<file path="config.mk">
export PLATFORM = sky130hd
export DESIGN_NAME = uart_lb_link
export DESIGN_NICKNAME = d
export VERILOG_FILES = /design/src/rtl/uart_lb_link.sv
export SDC_FILE = /design/constraint.sdc
export NUM_CORES = 1
export LEC_CHECK = 0
export BUFFER_PORTS_ARGS = -buffer_cell sky130_fd_sc_hd__clkbuf_2
export CAP_MARGIN = 0
export CORE_AREA = 2 2 39 41
export DETAILED_ROUTE_END_ITERATION = 10
export DIE_AREA = 0 0 41 43
export PLACE_DENSITY = 0.83
export SYNTH_ARGS = -nofsm -noshare
export SYNTH_HDL_FRONTEND = slang
export SYNTH_SLANG_ARGS = --single-unit
</file>
<file path="constraint.sdc">
create_clock -name clk -period 3.23 [get_ports clk]
set_input_delay 0.969 -clock clk [delete_from_list [all_inputs] [get_ports clk]]
set_output_delay 0.969 -clock clk [all_outputs]
set_load 0.02 [all_outputs]
</file>
<file path="src/rtl/uart_lb_link.sv">
module uart_lb_link (
  input  logic clk,
  input  logic rst_n,
  input  logic lb_en,
  input  logic ext_mode,
  input  logic keep_tx,
  input  logic ir_mode,
  input  logic ir_msr_sel,
  input  logic mcr_dtr,
  input  logic mcr_rts,
  input  logic mcr_out1,
  input  logic mcr_out2,
  input  logic ser_tx,
  input  logic pin_rxd,
  input  logic pin_irrx,
  input  logic ext_cts,
  input  logic ext_dsr,
  input  logic ext_ri,
  input  logic ext_dcd,
  input  logic msr_rd,
  output logic rx_si,
  output logic cts,
  output logic dsr,
  output logic ri,
  output logic dcd,
  output logic pin_txd,
  output logic pin_irtx,
  output logic dlt_cts,
  output logic dlt_dsr,
  output logic trail_ri,
  output logic dlt_dcd,
  output logic msi
);

  // bit order of line/prv/flg/chg: {dcd, ri, dsr, cts}
  logic [3:0] line, prv, flg, chg;
  logic       lb_q, primed, reload, park;

  assign cts = lb_en ? mcr_rts : ext_cts;
  assign dsr = lb_en ? mcr_dtr : ext_dsr;
  assign ri  = lb_en ? (ext_mode ? mcr_dtr : mcr_out1) : ext_ri;
  assign dcd = lb_en ? (ext_mode ? mcr_rts : mcr_out2) : ext_dcd;
  assign line = {dcd, ri, dsr, cts};

  assign rx_si = lb_en ? ser_tx : (ir_mode ? ~pin_irrx : pin_rxd);

  assign park     = lb_en & ~keep_tx;
  assign pin_txd  = park | ir_mode | ser_tx;
  assign pin_irtx = ~park & ir_mode & ~ser_tx;

  assign reload = ~primed | (lb_en != lb_q);
  assign chg = reload ? 4'b0000
             : {line[3] ^ prv[3], prv[2] & ~line[2], line[1] ^ prv[1], line[0] ^ prv[0]};

  always_ff @(posedge clk) begin
    if (!rst_n) begin
      primed <= 1'b0;
      lb_q   <= 1'b0;
      prv    <= 4'b0000;
      flg    <= 4'b0000;
    end else begin
      primed <= 1'b1;
      lb_q   <= lb_en;
      prv    <= line;
      flg    <= (msr_rd ? 4'b0000 : flg) | chg;
    end
  end

  assign dlt_cts  = flg[0];
  assign dlt_dsr  = flg[1];
  assign trail_ri = flg[2];
  assign dlt_dcd  = flg[3];
  assign msi      = (|flg) & ~(ir_mode & ir_msr_sel);

  p_tx_park_r3: assert property (@(posedge clk) disable iff (!rst_n)
    (lb_en && !keep_tx) |-> (pin_txd && !pin_irtx));

  p_ext_pair_r4: assert property (@(posedge clk) disable iff (!rst_n)
    (lb_en && ext_mode) |-> ((dsr == ri) && (cts == dcd) && (dsr == mcr_dtr) && (cts == mcr_rts)));

  p_switch_quiet_r6: assert property (@(posedge clk) disable iff (!rst_n)
    (primed && (lb_en != lb_q) && !msr_rd) |=> $stable({dlt_dcd, trail_ri, dlt_dsr, dlt_cts}));

  p_ri_fall_r5: assert property (@(posedge clk) disable iff (!rst_n)
    (primed && (lb_en == lb_q) && prv[2] && !ri) |=> trail_ri);

  p_rd_clear_r7: assert property (@(posedge clk) disable iff (!rst_n)
    (msr_rd && primed && (lb_en == lb_q) && (line == prv)) |=> !(dlt_cts || dlt_dsr || trail_ri || dlt_dcd));

endmodule

</file>
==> results of run 1 <==
==> per-layer routing <==
layer	GRT usage	vias to the layer above	routed length, um
met5	0	-	0
met4	0.04000	0	0
met3	0.07853	0	59
met2	0.2438	10	585
met1	0.1574	211	429
li1	-	242	-
==> path summary, 6_finish.rpt <==
check | start | end | slack (ps) | depth (start not counted)
worst min register to register | prv[3] | flg[3] | 490 | 2
worst max register to register | lb_q | flg[0] | 2180 | 4
worst min-delay path | prv[3] | flg[3] | 490 | 2
worst max-delay path | ext_mode | ri | 410 | 5
==> registers in the layout, summed over array words and instances (netlist names) <==
register and flops:
prv 4, lb_q 1, flg 4, primed 1
==> synthesized netlist by cell type <==
cell / count
and2_1: 5
nor4_1: 1
mux2i_2: 2
a21oi_1: 3
clkbuf_1: 1
nand2_1: 1
nand4b_1: 1
inv_1: 6
xnor2_1: 3
o21ai_0: 1
mux2i_1: 3
dfxtp_1: 10
o211ai_1: 1
nand2b_1: 1
and2_2: 1
nor2_1: 1
and2b_2: 2
nor2b_1: 2
buf_6: 1
mux2_2: 1
nand3_1: 2
a32oi_1: 1
a22o_1: 2
==> worst max-delay path, stage by stage <==
cell and delay (ps):
clkbuf_2 110, mux2_2 320, mux2i_1 240, inv_1 60, clkbuf_2 150
==> metrics by stage <==
stage	setup WS, ps	area (um^2)	total power, uW
floorplan	649.2	494.2	183.0
global placement	433.4	649.4	207.1
detailed placement	402.5	649.4	209.2
CTS	399.8	685.7	320.0
global route	314.8	685.7	334.0
finish	407.0	685.7	315.8
==> power breakdown <==
part           leakage [uW]  internal, uW  total (uW)  switching [uW]
Clock             0.0000210          68.4         110            41.7
Sequential        0.0000827           131         135            3.84
Combinational      0.000250          32.7        71.1            38.4
==> logic make-up (layout without fill, tap and decap cells) <==
kind of cell | count (synthesis) | in the layout
muxes | 6 | 6
buffers and inverters | 8 | 40
DFF | 10 | 10
xor gates and xnor gates | 3 | 3
and+or+nand+nor | 17 | 17
AOI/OAI and AO/OA | 8 | 8
==> layout make-up <==
type / instances / share of cell area
Clock buffer: 4 / 0.05292
Inverter: 6 / 0.03285
Multi-Input combinational cell: 34 / 0.3741
Sequential cell: 10 / 0.2920
Tap cell: 16 / 0.02920
Timing Repair Buffer: 30 / 0.2190
==> flow_summary.yaml, run 1 <==
sta:
  finalCriticalPeriod_ps: 2823
  fin_setup_tns_ps: 0
  hold_ws_ps: 487.6
  rsz0062_at_grt: "false"
  relSlewSlack: 0.8239
  max_clock_freq_mhz: 354.2
  fin_skew_ps: 7.716
  period_share: 0.8740
  finalSetupViolations: 0
  timing.final.hold_violations: 0
  final_max_slew_viol_count: 0
  worstMarginPinSlew_ps: 256.8
floorplan:
  placementRows: 14
  die-height_um: 43
  initial_core_util: 0.3571
  die_w_um: 41
  core_um2: 1384
  ios: 31
  dieArea_um2: 1763
run:
  maxCapViolCount: 0
cells_and_area:
  post-route-util: 0.4955
  mostFrequentLayoutCell: "clkbuf_2"
  fill_cells: 131
  final_cell_mix: "clkbuf_2, dfxtp_1, inv_1"
  diodes: 0
  final_cell_count_no_fill: 100
  regArea_um2: 200.2
  area_growth_syn_to_layout_pct: 38.73
  drive_above_1_share: 0.4762
  multi_input_area_um2: 256.5
  layout.nets: 104
clock_tree:
  clkLatencyLatePin_ps: 260
  path_clk_slew_ps: 70
  cts_tree: "yes"
  cts_hold_buf: 0
  cts-root-buf: "clkbuf_4"
  post_cts_resized: 0
  cts_max_path_buffers: 2
  htreeDepth: 1
  cts_made_buffers: 3
  cts_setup_buffers: 0
  cts_sinks: 10
route:
  drt-initial-drc-count: 2
  firstDrtPassIters: 2
  vias_per_cell: 4.630
  post_drt_wl_per_cell_um: 10.75
  wl_um: 1075
  vias: 463
  ant_nets: 0
  drc: 0
power_and_ir_drop:
  peakVddDrop_v: 0.0003305
  leakagePower_uw: 0.0003541
  power.density_nw_per_um2: 460.6
grt:
  grt.overflow.total: 0
  antenna_found_initial: 0
  grt_pass1_wl_um: 1745
  grt_pass1_vias: 416
  grt_usage: 0.1485
  grt_max_degree: 13
yosys:
  synth_area_leader_cell: "dfxtp_1"
  avgSynthCellArea_um2: 9.504
  synth_top_area_frac: 0.4051
  synthCells: 52
  ys_ff_latch: 10
  synthesis.area_um2: 494.2
  synth_compound_gate_area_share: 0.1089
  synthXorXnorAreaFrac: 0.05316
  ys_seq_area_frac: 0.4051
  synth_top_family_by_area: "simple AND/OR/NAND/NOR gates"
  yosysUniqueCellTypes: 23
  synthAdderAreaFrac: 0
  netlist_top_cells_area: "dfxtp_1, and2_1, mux2i_1, mux2i_2, xnor2_1"
  syn-num-nets: 71
  yosys_warnings: 0
  synth-simple-area-share: 0.2177
  synth_mux_area_frac: 0.1392
worst_setup_path:
  arrival_ps: 1850
  crit_required_ps: 2260
  critPathLaunchType: "input port"
  worstSetupEndpointType: "primary output"
  crit_type: "in2out"
  worst-path-max-fanout: 3
placed_design:
  portBuffers: 30
  dpl.hpwl_um: 891.3
  dp.cells: 96
  place_congestion: 0.7124
outcome:
  status: "finished clean"
hold_path:
  hold_class: "reg2reg"
Note: power is estimated with default switching activity, not from simulation.
==> run 2: changes to the inputs <==
--- a/config.mk
+++ b/config.mk
@@ -5,12 +5,13 @@
 export SDC_FILE = /design/constraint.sdc
 export NUM_CORES = 1
 export LEC_CHECK = 0
+export ABC_AREA = 1
 export BUFFER_PORTS_ARGS = -buffer_cell sky130_fd_sc_hd__clkbuf_2
 export CAP_MARGIN = 0
 export CORE_AREA = 2 2 39 41
 export DETAILED_ROUTE_END_ITERATION = 10
 export DIE_AREA = 0 0 41 43
-export PLACE_DENSITY = 0.83
+export PLACE_DENSITY = 0.86
 export SYNTH_ARGS = -nofsm -noshare
 export SYNTH_HDL_FRONTEND = slang
 export SYNTH_SLANG_ARGS = --single-unit
==> run 2 against run 1 <==
Compared with the run above:
- first-iteration DRC count rose to 3.0 times the previous value
- final area is 7.7% higher
- global-route usage rose by 1.6 points
- worst hold slack improved by 11 ps
- non-clock buffer count unchanged
- routed wire length grew 27%
- clock power about the same
- die area unchanged
- cell count rose by 31%
- synthesized area is 7.6% higher
- power increased by 2.7%
- count of clock-buffer cells in the layout unchanged
- critical path type unchanged
- largest power group unchanged
==> flow_summary.yaml, run 2 <==
outcome:
  status: "finished clean"
sta:
  rsz0062_at_grt: "false"
  fin_setup_tns_ps: 0
  setup_slack_ps: 487.9
  worstMarginPinSlew_ps: 288.1
  finalCriticalPeriod_ps: 2742
  final_max_slew_viol_count: 0
  fin_skew_ps: 0.5233
  finalSetupViolations: 0
  period_share: 0.8489
  max_clock_freq_mhz: 364.7
  relSlewSlack: 0.8079
  timing.final.hold_violations: 0
clock_tree:
  post_cts_resized: 0
  clkLatencyLatePin_ps: 270
  cts_made_buffers: 3
  cts_max_path_buffers: 2
  path_clk_slew_ps: 60
  cts-root-buf: "clkbuf_4"
  cts_tree: "yes"
  cts_hold_buf: 0
  htreeDepth: 1
  cts_setup_buffers: 0
  cts_sinks: 10
yosys:
  ys_seq_area_frac: 0.3765
  ys_ff_latch: 10
  synth_compound_gate_area_share: 0.1459
  synthXorXnorAreaFrac: 0
  synth-simple-area-share: 0.3576
  yosysUniqueCellTypes: 17
  synth_top_family_by_area: "simple AND/OR/NAND/NOR gates"
  synthAdderAreaFrac: 0
  synthArstFlopShare: 0
  syn-num-nets: 100
  synth_ff_type: "dfxtp_1"
  avgSynthCellArea_um2: 6.565
  yosys-top-cells-count: "nand2_1, inv_1, dfxtp_1, nor2_1, nand3_1"
  synth_edf_count: 0
  synthCells: 81
  yosys_warnings: 0
  synth_area_leader_cell: "dfxtp_1"
  synth_mux_area_frac: 0
  synthesis.area_um2: 531.8
  synth_top_area_frac: 0.3765
  synth.most_common_cell: "nand2_1"
  netlist_top_cells_area: "dfxtp_1, nand2_1, inv_1, nand3_1, nor2_1"
route:
  vias: 613
  ant_nets: 0
  vias_per_cell: 4.679
  firstDrtPassIters: 4
  drt-initial-drc-count: 6
  drc: 0
  wl_um: 1360
  post_drt_wl_per_cell_um: 10.38
worst_setup_path:
  critPathLaunchType: "input port"
  crit_required_ps: 2260
  worstSetupEndpointType: "primary output"
  worst-path-max-fanout: 4
  arrival_ps: 1770
  crit_type: "in2out"
cells_and_area:
  largest_registers: "flg x4, prv x4"
  area_growth_syn_to_layout_pct: 38.82
  drive_above_1_share: 0.4174
  diodes: 0
  regArea_um2: 200.2
  mostFrequentLayoutCell: "clkbuf_2"
  fill_cells: 144
  multi_input_area_um2: 267.8
  final_cell_mix: "clkbuf_2, nand2_1, inv_1"
  layout.nets: 135
power_and_ir_drop:
  leakagePower_uw: 0.0004116
  power.density_nw_per_um2: 439.2
  peakVddDrop_v: 0.0001842
floorplan:
  initial_core_util: 0.3843
  dieArea_um2: 1763
  die_w_um: 41
  die-height_um: 43
  core_um2: 1384
  placementRows: 14
  ios: 31
grt:
  antenna_found_initial: 0
  grt_pass1_vias: 530
  grt.overflow.total: 0
  use_met3: 0.03141
  grt_usage: 0.1648
  grt_max_degree: 10
  grt_util_met2: 0.2875
  met1_usage: 0.1645
  busiest_layer: "met2"
  grt_pass1_wl_um: 1945
placed_design:
  dpl.hpwl_um: 1049
  place_congestion: 0.8161
  place_ws_ps: 565.6
  portBuffers: 30
run:
  maxCapViolCount: 0
hold_path:
  hold_class: "reg2reg"
## run 2: worst paths after layout
check,to,slack [ps],cells after the start,start
worst min-delay path,flg[1],500,2,flg[1]
worst min register to register,flg[1],500,2,flg[1]
worst max register to register,flg[2],2250,5,lb_q
worst max-delay path,ri,490,7,ext_mode
## run 2: power by group
group / leakage (uW) / internal, uW / switching (uW) / total [uW]
combinational: 0.000308 / 28.5 / 48.2 / 76.7
clock: 0.0000210 / 68.6 / 44.8 / 113
sequential: 0.0000826 / 130 / 3.73 / 134
total: 0.000412 / 227 / 96.7 / 324
## run 2: kinds of logic (layout without fill, tap and decap cells)
family                 after synthesis  count (layout)
buffers and inverters               17              51
DFF                                 10              10
AOI/OAI and AO/OA                   12              12
and+or+nand+nor                     42              42
## run 2: final cells by class
type	count	share of cell area
Timing Repair Buffer	30	0.2034
Tap cell	16	0.02712
Multi-Input combinational cell	54	0.3627
Clock buffer	4	0.04915
Inverter	17	0.08644
Sequential cell	10	0.2712
## run 2: through the flow
stage | util | std cells | area, um^2 | hold WS, ps | power (uW)
after floorplan | - | 81 | 531.8 | 442.1 | 183.2
after global placement | 0.5072 | 127 | 701.9 | 457.9 | 210.3
after detailed placement | 0.5072 | 127 | 701.9 | 484.7 | 212.5
after CTS | 0.5335 | 131 | 738.2 | 493.7 | 324.9
after global routing | 0.5335 | 131 | 738.2 | 519.4 | 338.3
final | 0.5335 | 131 | 738.2 | 498.1 | 324.2
## run 2: worst max-delay path: stages
cell and delay, ps:
clkbuf_2 130, inv_2 50, nand2_1 50, nand2_1 80, a21oi_1 270, inv_1 70
clkbuf_2 160
## run 2: per-layer routing
layer	routed length, um	vias up	part of all wire
met5	0	-	0
met4	52	0	0.038
met3	101	5	0.074
met2	691	24	0.51
met1	516	264	0.38
li1	-	320	-
